File: src/rtl/intdis_pkg.sv
package intdis_pkg;

    typedef enum logic [1:0] {
        OP_NONE  = 2'd0,
        OP_LOAD  = 2'd1,
        OP_WRITE = 2'd2,
        OP_ADD   = 2'd3
    } upd_op_e;

    localparam int LVL_W       = 4;
    localparam int MASK_LO_LVL = 1;
    localparam int MASK_HI_LVL = 6;

endpackage

File: src/rtl/intdis_arb.sv
module intdis_arb
    import intdis_pkg::*;
(
    input  logic    cmd_i,
    input  logic    wr_i,
    input  logic    add_i,
    output upd_op_e op_o
);
    // Fixed priority: command, then write, then add.
    always_comb begin
        if (cmd_i)      op_o = OP_LOAD;
        else if (wr_i)  op_o = OP_WRITE;
        else if (add_i) op_o = OP_ADD;
        else            op_o = OP_NONE;
    end
endmodule

File: src/rtl/intdis_next.sv
module intdis_next
    import intdis_pkg::*;
#(
    parameter int CNT_W = 14
) (
    input  logic [CNT_W-1:0] cnt_i,
    input  upd_op_e          op_i,
    input  logic [CNT_W-1:0] load_i,
    input  logic [CNT_W-1:0] opnd_i,
    input  logic             tick_i,
    output logic [CNT_W-1:0] cnt_o
);
    localparam logic [CNT_W-1:0] CNT_MAX = {CNT_W{1'b1}};

    logic             live;
    logic [CNT_W:0]   sum_w;
    logic [CNT_W-1:0] sat_sum;

    assign live    = (cnt_i != '0);
    assign sum_w   = {1'b0, cnt_i} + {1'b0, opnd_i};
    assign sat_sum = sum_w[CNT_W] ? CNT_MAX : sum_w[CNT_W-1:0];

    always_comb begin
        cnt_o = cnt_i;
        unique case (op_i)
            OP_LOAD:  cnt_o = load_i;
            OP_WRITE: if (live) cnt_o = opnd_i;
            OP_ADD:   if (live) cnt_o = sat_sum;
            default:  if (live && tick_i) cnt_o = cnt_i - 1'b1;
        endcase
    end
endmodule

File: src/rtl/intdis_gate.sv
module intdis_gate
    import intdis_pkg::*;
(
    input  logic             mask_i,
    input  logic [LVL_W-1:0] lvl_i,
    output logic             blocked_o
);
    logic in_band;
    assign in_band   = (lvl_i >= LVL_W'(MASK_LO_LVL)) && (lvl_i <= LVL_W'(MASK_HI_LVL));
    assign blocked_o = mask_i && in_band;
endmodule

File: src/rtl/intdis_timer.sv
module intdis_timer
    import intdis_pkg::*;
#(
    parameter int CNT_W = 14
) (
    input  logic             clk,
    input  logic             rst_n,
    input  logic             cyc_tick_i,
    input  logic             dis_cmd_i,
    input  logic [CNT_W-1:0] dis_len_i,
    input  logic             sw_wr_i,
    input  logic             sw_add_i,
    input  logic [CNT_W-1:0] sw_data_i,
    input  logic [LVL_W-1:0] req_lvl_i,
    output logic [CNT_W-1:0] cnt_o,
    output logic             active_o,
    output logic             req_blocked_o
);
    typedef struct packed {
        logic [CNT_W-1:0] cnt;
        logic             busy;
    } state_t;

    state_t           st_d, st_q;
    upd_op_e          op_w;
    logic [CNT_W-1:0] cnt_nxt_w;

    intdis_arb u_arb (
        .cmd_i (dis_cmd_i),
        .wr_i  (sw_wr_i),
        .add_i (sw_add_i),
        .op_o  (op_w)
    );

    intdis_next #(.CNT_W(CNT_W)) u_next (
        .cnt_i  (st_q.cnt),
        .op_i   (op_w),
        .load_i (dis_len_i),
        .opnd_i (sw_data_i),
        .tick_i (cyc_tick_i),
        .cnt_o  (cnt_nxt_w)
    );

    always_comb begin
        st_d      = st_q;
        st_d.cnt  = cnt_nxt_w;
        st_d.busy = (cnt_nxt_w != '0);
    end

    always_ff @(posedge clk or negedge rst_n) begin
        if (!rst_n) st_q <= '0;
        else        st_q <= st_d;
    end

    intdis_gate u_gate (
        .mask_i    (st_q.busy),
        .lvl_i     (req_lvl_i),
        .blocked_o (req_blocked_o)
    );

    assign cnt_o    = st_q.cnt;
    assign active_o = st_q.busy;
endmodule

File: config.mk
export PLATFORM = sky130hd
export DESIGN_NAME = intdis_timer
export DESIGN_NICKNAME = d
export VERILOG_FILES = /design/src/rtl/intdis_pkg.sv /design/src/rtl/intdis_arb.sv /design/src/rtl/intdis_next.sv /design/src/rtl/intdis_gate.sv /design/src/rtl/intdis_timer.sv
export SDC_FILE = /design/constraint.sdc
export NUM_CORES = 1
export LEC_CHECK = 0
export ABC_AREA = 0
export ABC_CLOCK_PERIOD_IN_PS = 3300
export BUFFER_PORTS_ARGS = -buffer_cell sky130_fd_sc_hd__buf_2
export CORE_AREA = 5 5 81 83
export DETAILED_ROUTE_END_ITERATION = 8
export DIE_AREA = 0 0 86 88
export SLEW_MARGIN = 10
export SYNTH_ARGS = -nofsm -noshare
export SYNTH_HDL_FRONTEND = slang
export SYNTH_HIERARCHICAL = 1
export SYNTH_SLANG_ARGS = --single-unit
export TNS_END_PERCENT = 1
File: constraint.sdc
create_clock -name clk -period 3.3 [get_ports clk]
set_input_delay 0.495 -clock clk [delete_from_list [all_inputs] [get_ports clk]]
set_output_delay 0.495 -clock clk [all_outputs]
set_load 0.05 [all_outputs]
# Word level (Yosys, flattened, before mapping)
# Index checks and enable logic that the tools add are counted.
# W data, S select, Z words.
word_totals:
  in_bits: 38
  reg_bits: 15
  mem_count: 0
  ramBits: 0
  mem_bits_ro: 0
  output_inout_bits: 16
  wordCells: 22
  latch_bits: 0
classes:
  reduce_logical: 5
  div: 0
  shift: 0
  n_lt_le_gt_ge: 2
  n_mul: 0
  add_sub_neg: 2
  n_eq_ne: 3
  bitwise_logic: 0
  mux: 8
op_table:
  columns: ["cell", "n"]
  rows:
  - ["$mux W14", 4]
  - ["$pmux W14 S3", 1]
  - ["$reduce_bool A14 Y1", 2]
  - ["$add A14 B14 Y15", 1]
  - ["$sub A14 B1 Y14 const B", 1]
  - ["$mux W2", 3]
  - ["$eq A2 B2 Y1 const B", 2]
  - ["$ge A4 B1 Y1 const B", 1]
  - ["$le A4 B3 Y1 const B", 1]
  - ["$logic_and A1 B1 Y1", 3]
  - ["$eq A2 B1 Y1 const B", 1]

# Logic depth before layout (Yosys ltp)
# Gate-level depths: netlist (run 1).
logic_depth:
  ltp_word: 6
  ltp_mapped: 12
  mapped_depth_nobuf: 10

# By module
# Netlist (run 1), hierarchy kept.
by_module_without_submodules:
  columns: ["module", "area_per_inst_um2", "cells_each", "seq_area_each_um2", "instances"]
  rows:
  - ["intdis_next", 1483.9, 216, 0.0, 1]
  - ["intdis_timer", 404.1, 20, 375.4, 1]
  - ["intdis_gate", 20.0, 3, 0.0, 1]
  - ["intdis_arb", 18.8, 4, 0.0, 1]

# Worst setup path before layout (run 1)
# No wires, ideal clock.
synth_path:
  path_type: "register -> register"
  startpoint: "reg st_q (netlist bit cnt_o[0])"
  endpoint: "reg st_q (netlist bit active_o)"
  arrival_time_ps: 3008
  setup_time_ps: 138
  path_buffers: 1
  setup_slack_ps: 154
  stages_incl_launch_ff: 12
  t_required_ps: 3162
  period_less_slack_ps: 3146
  path_cell_list: "dfrtp_1 ha_1 fa_1 a211oi_1 o211ai_1 a21oi_1 o21ai_1 clkbuf_1 o21ai_0 a22oi_1 nor4_1 nand4_1"
synth_rtl:
  columns: ["item", "line_no", "text"]
  rows:
  - ["from (decl)", "intdis_timer.sv:24", "state_t st_d, st_q;"]
  - ["from (signal assigned)", "intdis_timer.sv:52", "else st_q <= st_d;"]

==> impl_metrics.py, run 1 <==
metrics = {
    "job": {
        "drv_cap": 0,
    },
    "global_routing": {
        "global_route.usage.total_pct": 18.19,
        "globalRouteOverflowTotal": 0,
        "grt_start_max_net_pins": 24,
        "grt_pass1_vias": 2169,
        "grt_antenna_before_repair": 1,
        "grt_first_pass_wirelength_um": 10800,
    },
    "logic_synthesis": {
        "asyncSetResetFlopFracSynth_pct": 100.0,
        "synth-seq-cells": 15,
        "post_synth_fa_ha_maj_area_fraction_pct": 11.43,
        "synthSimpleGateAreaFrac_pct": 19.03,
        "complex_gate_fraction_of_the_synthesized_area_pct": 34.09,
        "synth_net_count": 298,
        "netlist_top_cells_count": "26 x nand2_1, 21 x a21oi_1, 16 x ha_1, 15 x dfrtp_1, 13 x nor2_1",
        "post-synth-top-area-fraction_pct": 19.48,
        "syn_avg_cell_area_um2": 7.929,
        "ys_seq_area_share_pct": 19.48,
        "post_synth_mux_area_share_pct": 3.247,
        "post-synth-top-count-cell": "nand2_1",
        "most_common_flop_cell_mapped_by_yosys": "dfrtp_1",
        "yosys.area.top_type": "dfrtp_1",
        "warnings_from_yosys": 6,
        "yosys.cell_types.count": 53,
        "main_combinational_cell_family_by_area_after_synthesis": "compound AO/OA/AOI/OAI gates",
        "synth-edff-count": 0,
        "syn-cell-area_um2": 1927,
        "share_of_the_synthesized_netlist_area_taken_by_xor_and_xnor_gates_pct": 8.182,
        "syn_inst": 243,
        "post_synth_main_area_contributors": "dfrtp_1 19%, ha_1 10%, a21oi_1 5.5%, nand2_1 5.1%, xnor2_1 4.5%",
    },
    "cts": {
        "cts_inserted_buffers": 3,
        "cts-resized-gates": 0,
        "root_buffer": "clkbuf_8",
        "buffer_depth_of_the_longest_clock_path": 2,
        "number_of_h_tree_levels": 1,
        "clk-insertion-delay-late_ns": 0.25,
        "cts_tree": "built",
        "cts.clk_slew.worst_paths_ns": 0.06,
        "tritoncts_num_sinks": 15,
    },
    "floorplan": {
        "design.die.area_um2": 7568,
        "io-pin-count": 54,
        "chipHeight_um": 88,
        "core_area_um2": 5781,
        "die_w_um": 86,
        "rows": 28,
        "initial_core_util_pct": 33.33,
    },
    "sta": {
        "max_freq_mhz": 319.9,
        "final_critical_path_setup_slack_ns": 0.1737,
        "unrepaired_setup_endpoints_after_global_routing": "no",
        "final.hold.worst_slack_ns": 0.1341,
        "final.period_utilization_pct": 94.74,
        "finClkSkew_ns": 0.005817,
        "finalHoldViolations": 0,
        "slew_headroom_pct": 30.88,
        "finalSetupTns_ns": 0,
        "fin_crit_ns": 3.126,
        "worst_slew_pin_slew_ns": 1.029,
        "setup_violations": 0,
        "slew_violations": 0,
    },
    "setup_path": {
        "cp.arrival_ns": 3.24,
        "worstPathRequired_ns": 3.42,
        "setup.worst_path.end": "active_o$_DFF_PN0_",
        "worst_r2r_endpoint": "active_o$_DFF_PN0_",
        "timing.critical_path.to_type": "register",
        "critical_path.startpoint_type": "register",
        "timing.rr.start": "cnt_o[0]$_DFF_PN0_",
        "rrSetupSlack_ns": 0.17,
        "critPathMaxFanout": 10,
        "worst-r2r-cell-count": 9,
        "worst_setup_path_startpoint": "cnt_o[0]$_DFF_PN0_",
        "timing.setup.critical_path_class": "reg2reg",
    },
    "route": {
        "drt.antenna.violating_nets": 0,
        "drt_drc_violations_left": 0,
        "total_vias_in_the_final_route": 2169,
        "detailedRoute.firstPassIterationCount": 4,
        "totalWireLength_um": 6892,
        "post_drt_via_cell_ratio": 5.663,
        "initialDrtViolationCount": 121,
        "detail_route.wl_per_cell_um": 17.99,
    },
    "placement": {
        "place_congestion": 0.9309,
        "minimum_setup_slack_after_placement_ns": 0.1825,
        "io_buffer_count": 53,
        "post-dp-hpwl_um": 5720,
    },
    "cells_and_area": {
        "final_layout_size_suffix_gt1_share_pct": 27.60,
        "nNetsFinal": 364,
        "layout.core_utilization_pct": 41.90,
        "num-fill-cells": 596,
        "antenna_cells_inserted": 0,
        "layout-area-overhead-vs-synth_pct": 25.71,
    },
    "power_and_ir_drop": {
        "ir_worst_vdd_mv": 0.3098,
        "power_density_nw_per_um2": 548.3,
        "p_leak_nw": 1.079,
    },
    "status": {
        "outcome": "complete, no violations",
    },
    "worst_hold_path": {
        "worstHoldPathType": "in2async",
    },
}
-- worst min-delay path by stage --
stage,from,endpoint,slack [ns],cells after the start
after detailed placement,rst_n,cnt_o[9]$_DFF_PN0_,0.42,1
after CTS,rst_n,cnt_o[9]$_DFF_PN0_,0.15,1
after global placement,rst_n,cnt_o[11]$_DFF_PN0_,0.42,1
after floorplan,rst_n,active_o$_DFF_PN0_,0.20,0
final,rst_n,cnt_o[9]$_DFF_PN0_,0.13,1
after global routing,rst_n,cnt_o[9]$_DFF_PN0_,0.15,1
-- layout make-up --
cell class                 instances  area (um2)  share of cell area [%]
inverter                           8       30.03                   1.240
clock buffer                       3       41.29                   1.705
clock inverter                     1       5.005                  0.2066
sequential                        15       375.4                   15.50
timing repair buffer              71       412.9                   17.05
multi-input combinational        210        1464                   60.43
tap                               75       93.84                   3.874
-- flip-flops by register name, indices dropped and copies added, names as in the netlist --
signal	cells
active_o	1
cnt_o	14
-- layer usage --
metal  global-route usage [%]  vias up  share of wire (%)
met2                    30.62       90                 48
met3                    3.575       17                7.1
li1                         -     1062                  -
met4                    6.043        2                2.1
met5                        0        -               0.17
met1                    23.30      998                 43
-- kinds of logic after synthesis --
logic type,after synthesis
AOI/OAI and AO/OA,99
and+or+nand+nor,70
xor gates and xnor gates,18
buffers and inverters,18
adders and majority gates,17
DFF,15
muxes,6
-- power breakdown --
| part | total (W) | switching (W) | internal (W) | leakage, nW |
|---|---|---|---|---|
| sequential | 0.000276 | 0.0000514 | 0.000224 | 0.168 |
| clock | 0.000151 | 0.0000677 | 0.0000838 | 0.0255 |
| combinational | 0.000901 | 0.000576 | 0.000325 | 0.885 |
-- per-stage QoR --
| step | instance area [um2] | cells | total power, W |
|---|---|---|---|
| 6_report | 2422 | 383 | 0.001328 |
| 3_3_place_gp | 2349 | 377 | 0.001169 |
| 5_1_grt | 2422 | 383 | 0.001420 |
| 3_5_place_dp | 2349 | 377 | 0.001176 |
| 2_1_floorplan | 1927 | 243 | 0.0008985 |
| 4_1_cts | 2395 | 381 | 0.001332 |
-- critical path, stage by stage (launching register included) --
cell and delay, ns:
dfrtp_1 0.44, inv_1 0.15, ha_1 0.22, or4b_1 0.47, or4_4 0.65, buf_12 0.19, a31oi_1 0.27, a22oi_1 0.14
nor4_1 0.33, nand4_1 0.13
-- cell usage in the layout, fill, tap and decap left out, types with 7 or more instances in the layout --
cell type / netlist / layout
o21a_1: 8 / 8
o21ai_0: 12 / 12
nor2_1: 13 / 13
xnor2_1: 10 / 10
nand2_1: 26 / 26
a21oi_1: 21 / 21
buf_4: 0 / 17
buf_2: 4 / 53
a22oi_1: 7 / 7
o21ai_1: 9 / 9
ha_1: 16 / 16
dfrtp_1: 15 / 15
xor2_1: 8 / 8
nor3_1: 10 / 10
a31oi_1: 12 / 12
-- what timing repair did --
item	4_1_cts	5_1_grt
setup endpoints to repair	0	1
setup buffers	0	2
hold endpoints to repair	0	0
hold buffers	0	0
Power figures use the tool's default switching activity.
==> run 2: changes to the inputs <==
- CORE_AREA: 5 5 81 83 -> 5 5 111 61
- DIE_AREA: 0 0 86 88 -> 0 0 116 66
==> impl_metrics.py, run 2 (synthesis gave the netlist of run 1 again) <==
metrics = {
    "placement": {
        "io_buffer_count": 53,
        "post_dp_cell_area_um2": 2359,
        "place_congestion": 0.8952,
        "post-dp-hpwl_um": 5846,
    },
    "cts": {
        "number_of_h_tree_levels": 1,
        "tritoncts_num_sinks": 15,
        "cts.clk_slew.worst_paths_ns": 0.05,
        "clk-insertion-delay-late_ns": 0.25,
        "cts_tree": "built",
        "root_buffer": "clkbuf_16",
        "buffer_depth_of_the_longest_clock_path": 2,
        "cts_inserted_buffers": 3,
    },
    "power_and_ir_drop": {
        "power.switching_w": 0.0007330,
        "power.clock.fraction_pct": 16.8,
        "power.combinational.fraction_pct": 64.6,
        "post-layout-total-power_w": 0.001455,
        "internal_power_w": 0.0007216,
        "ir_worst_vdd_mv": 0.2717,
        "sw_frac_of_total_pct": 50.39,
        "p_leak_nw": 1.100,
        "seq_power_share_pct": 18.6,
        "power_density_nw_per_um2": 582.1,
    },
    "setup_path": {
        "cp.arrival_ns": 3.26,
        "worstPathRequired_ns": 3.39,
        "critical_path.startpoint_type": "register",
        "critPathMaxFanout": 5,
        "timing.critical_path.to_type": "register",
        "timing.setup.critical_path_class": "reg2reg",
    },
    "floorplan": {
        "rows": 20,
        "initial_core_util_pct": 33.48,
        "chipHeight_um": 66,
        "design.die.area_um2": 7656,
        "io-pin-count": 54,
        "die_w_um": 116,
        "core_area_um2": 5756,
    },
    "route": {
        "drt.antenna.violating_nets": 0,
        "total_vias_in_the_final_route": 2290,
        "detailedRoute.firstPassIterationCount": 5,
        "post_drt_via_cell_ratio": 5.917,
        "initialDrtViolationCount": 232,
        "drt_drc_violations_left": 0,
        "totalWireLength_um": 7373,
        "detail_route.wl_per_cell_um": 19.05,
    },
    "sta": {
        "final.period_utilization_pct": 95.94,
        "slew_headroom_pct": 28.79,
        "worst_slew_pin_slew_ns": 1.060,
        "final.hold.worst_slack_ns": 0.1602,
        "finalSetupTns_ns": 0,
        "slew_violations": 0,
        "setup_violations": 0,
        "max_freq_mhz": 315.9,
        "finClkSkew_ns": 0.003985,
        "finalHoldViolations": 0,
        "unrepaired_setup_endpoints_after_global_routing": "no",
        "fin_crit_ns": 3.166,
    },
    "global_routing": {
        "global_route.usage.total_pct": 18.55,
        "grt_first_pass_wirelength_um": 10990,
        "grt_antenna_before_repair": 0,
        "globalRouteOverflowTotal": 0,
        "grt_pass1_vias": 2047,
        "grt_start_max_net_pins": 24,
    },
    "cells_and_area": {
        "final_area_um2": 2499,
        "nNetsFinal": 366,
        "final_cell_mix": "53 x buf_2, 26 x nand2_1, 20 x a21oi_1",
        "largest_reg_flops": 14,
        "antenna_cells_inserted": 0,
        "final_layout_size_suffix_gt1_share_pct": 29.35,
        "mostFrequentLayoutCell": "buf_2",
        "layout-area-overhead-vs-synth_pct": 29.68,
    },
    "status": {
        "outcome": "complete, no violations",
    },
    "job": {
        "drv_cap": 0,
    },
    "worst_hold_path": {
        "worstHoldPathType": "in2async",
    },
}
==> run 2: final cells by class <==
class / instances / area, um2
multi-input combinational: 211 / 1498
sequential: 15 / 375.4
inverter: 8 / 30.03
tap: 77 / 96.34
timing repair buffer: 72 / 420.4
fill: 597 / 3257
clock buffer: 4 / 78.83
==> run 2: worst max-delay path, cell delays in order, from the launching register on <==
cell and delay [ns]:
dfrtp_1 0.41, inv_1 0.14, ha_1 0.21, or4b_4 0.52, or4_4 0.64, nand2_1 0.17
or3_1 0.14, xor2_1 0.14, a22oi_1 0.13, nor4_2 0.35, nand4_1 0.16
==> run 2: metrics by stage <==
step / setup WS [ns] / cells / util (%)
after CTS: 0.09102 / 384 / 42.35
after floorplan: 0.1539 / 243 / -
after detailed placement: 0.07262 / 380 / 40.98
after global routing: 0.01325 / 387 / 43.41
final: 0.1341 / 387 / 43.41
after global placement: 0.1138 / 380 / 40.98
==> run 2: layer usage <==
layer  track usage, %  vias to the layer above  routed length (um)
li1                 -                     1067                   -
met1            29.50                     1097                3684
met2            25.36                      124                2892
met3            4.936                        2                 781
met4            1.013                        0                  14
met5                0                        -                   0
==> run 2: final timing paths <==
path | cells past startpoint | slack, ns | startpoint | end
hold reg to reg | 3 | 0.76 | cnt_o[0]$_DFF_PN0_ | cnt_o[0]$_DFF_PN0_
setup / recovery | 10 | 0.13 | cnt_o[0]$_DFF_PN0_ | active_o$_DFF_PN0_
hold / removal | 1 | 0.16 | rst_n | cnt_o[11]$_DFF_PN0_
max in group asynchronous | 1 | 2.86 | rst_n | cnt_o[3]$_DFF_PN0_
min in group clk | 3 | 0.67 | sw_data_i[11] | cnt_o[11]$_DFF_PN0_
setup reg to reg | 10 | 0.13 | cnt_o[0]$_DFF_PN0_ | active_o$_DFF_PN0_
==> run 2: power by group through the flow <==
| stage | Combinational [W] | Clock, W | Sequential, W |
|---|---|---|---|
| floorplan | 0.000475 | 0 | 0.000423 |
| global placement | 0.000901 | 0 | 0.000272 |
| detailed placement | 0.000909 | 0 | 0.000273 |
| CTS | 0.000913 | 0.000246 | 0.000270 |
| global route | 0.00101 | 0.000257 | 0.000275 |
| finish | 0.000939 | 0.000245 | 0.000271 |
==> run 2: repair_timing <==
action	CTS	global route
endpoints found under the setup margin	0	1
setup buffers	0	2
hold buffers	0	0
resized for setup	0	5
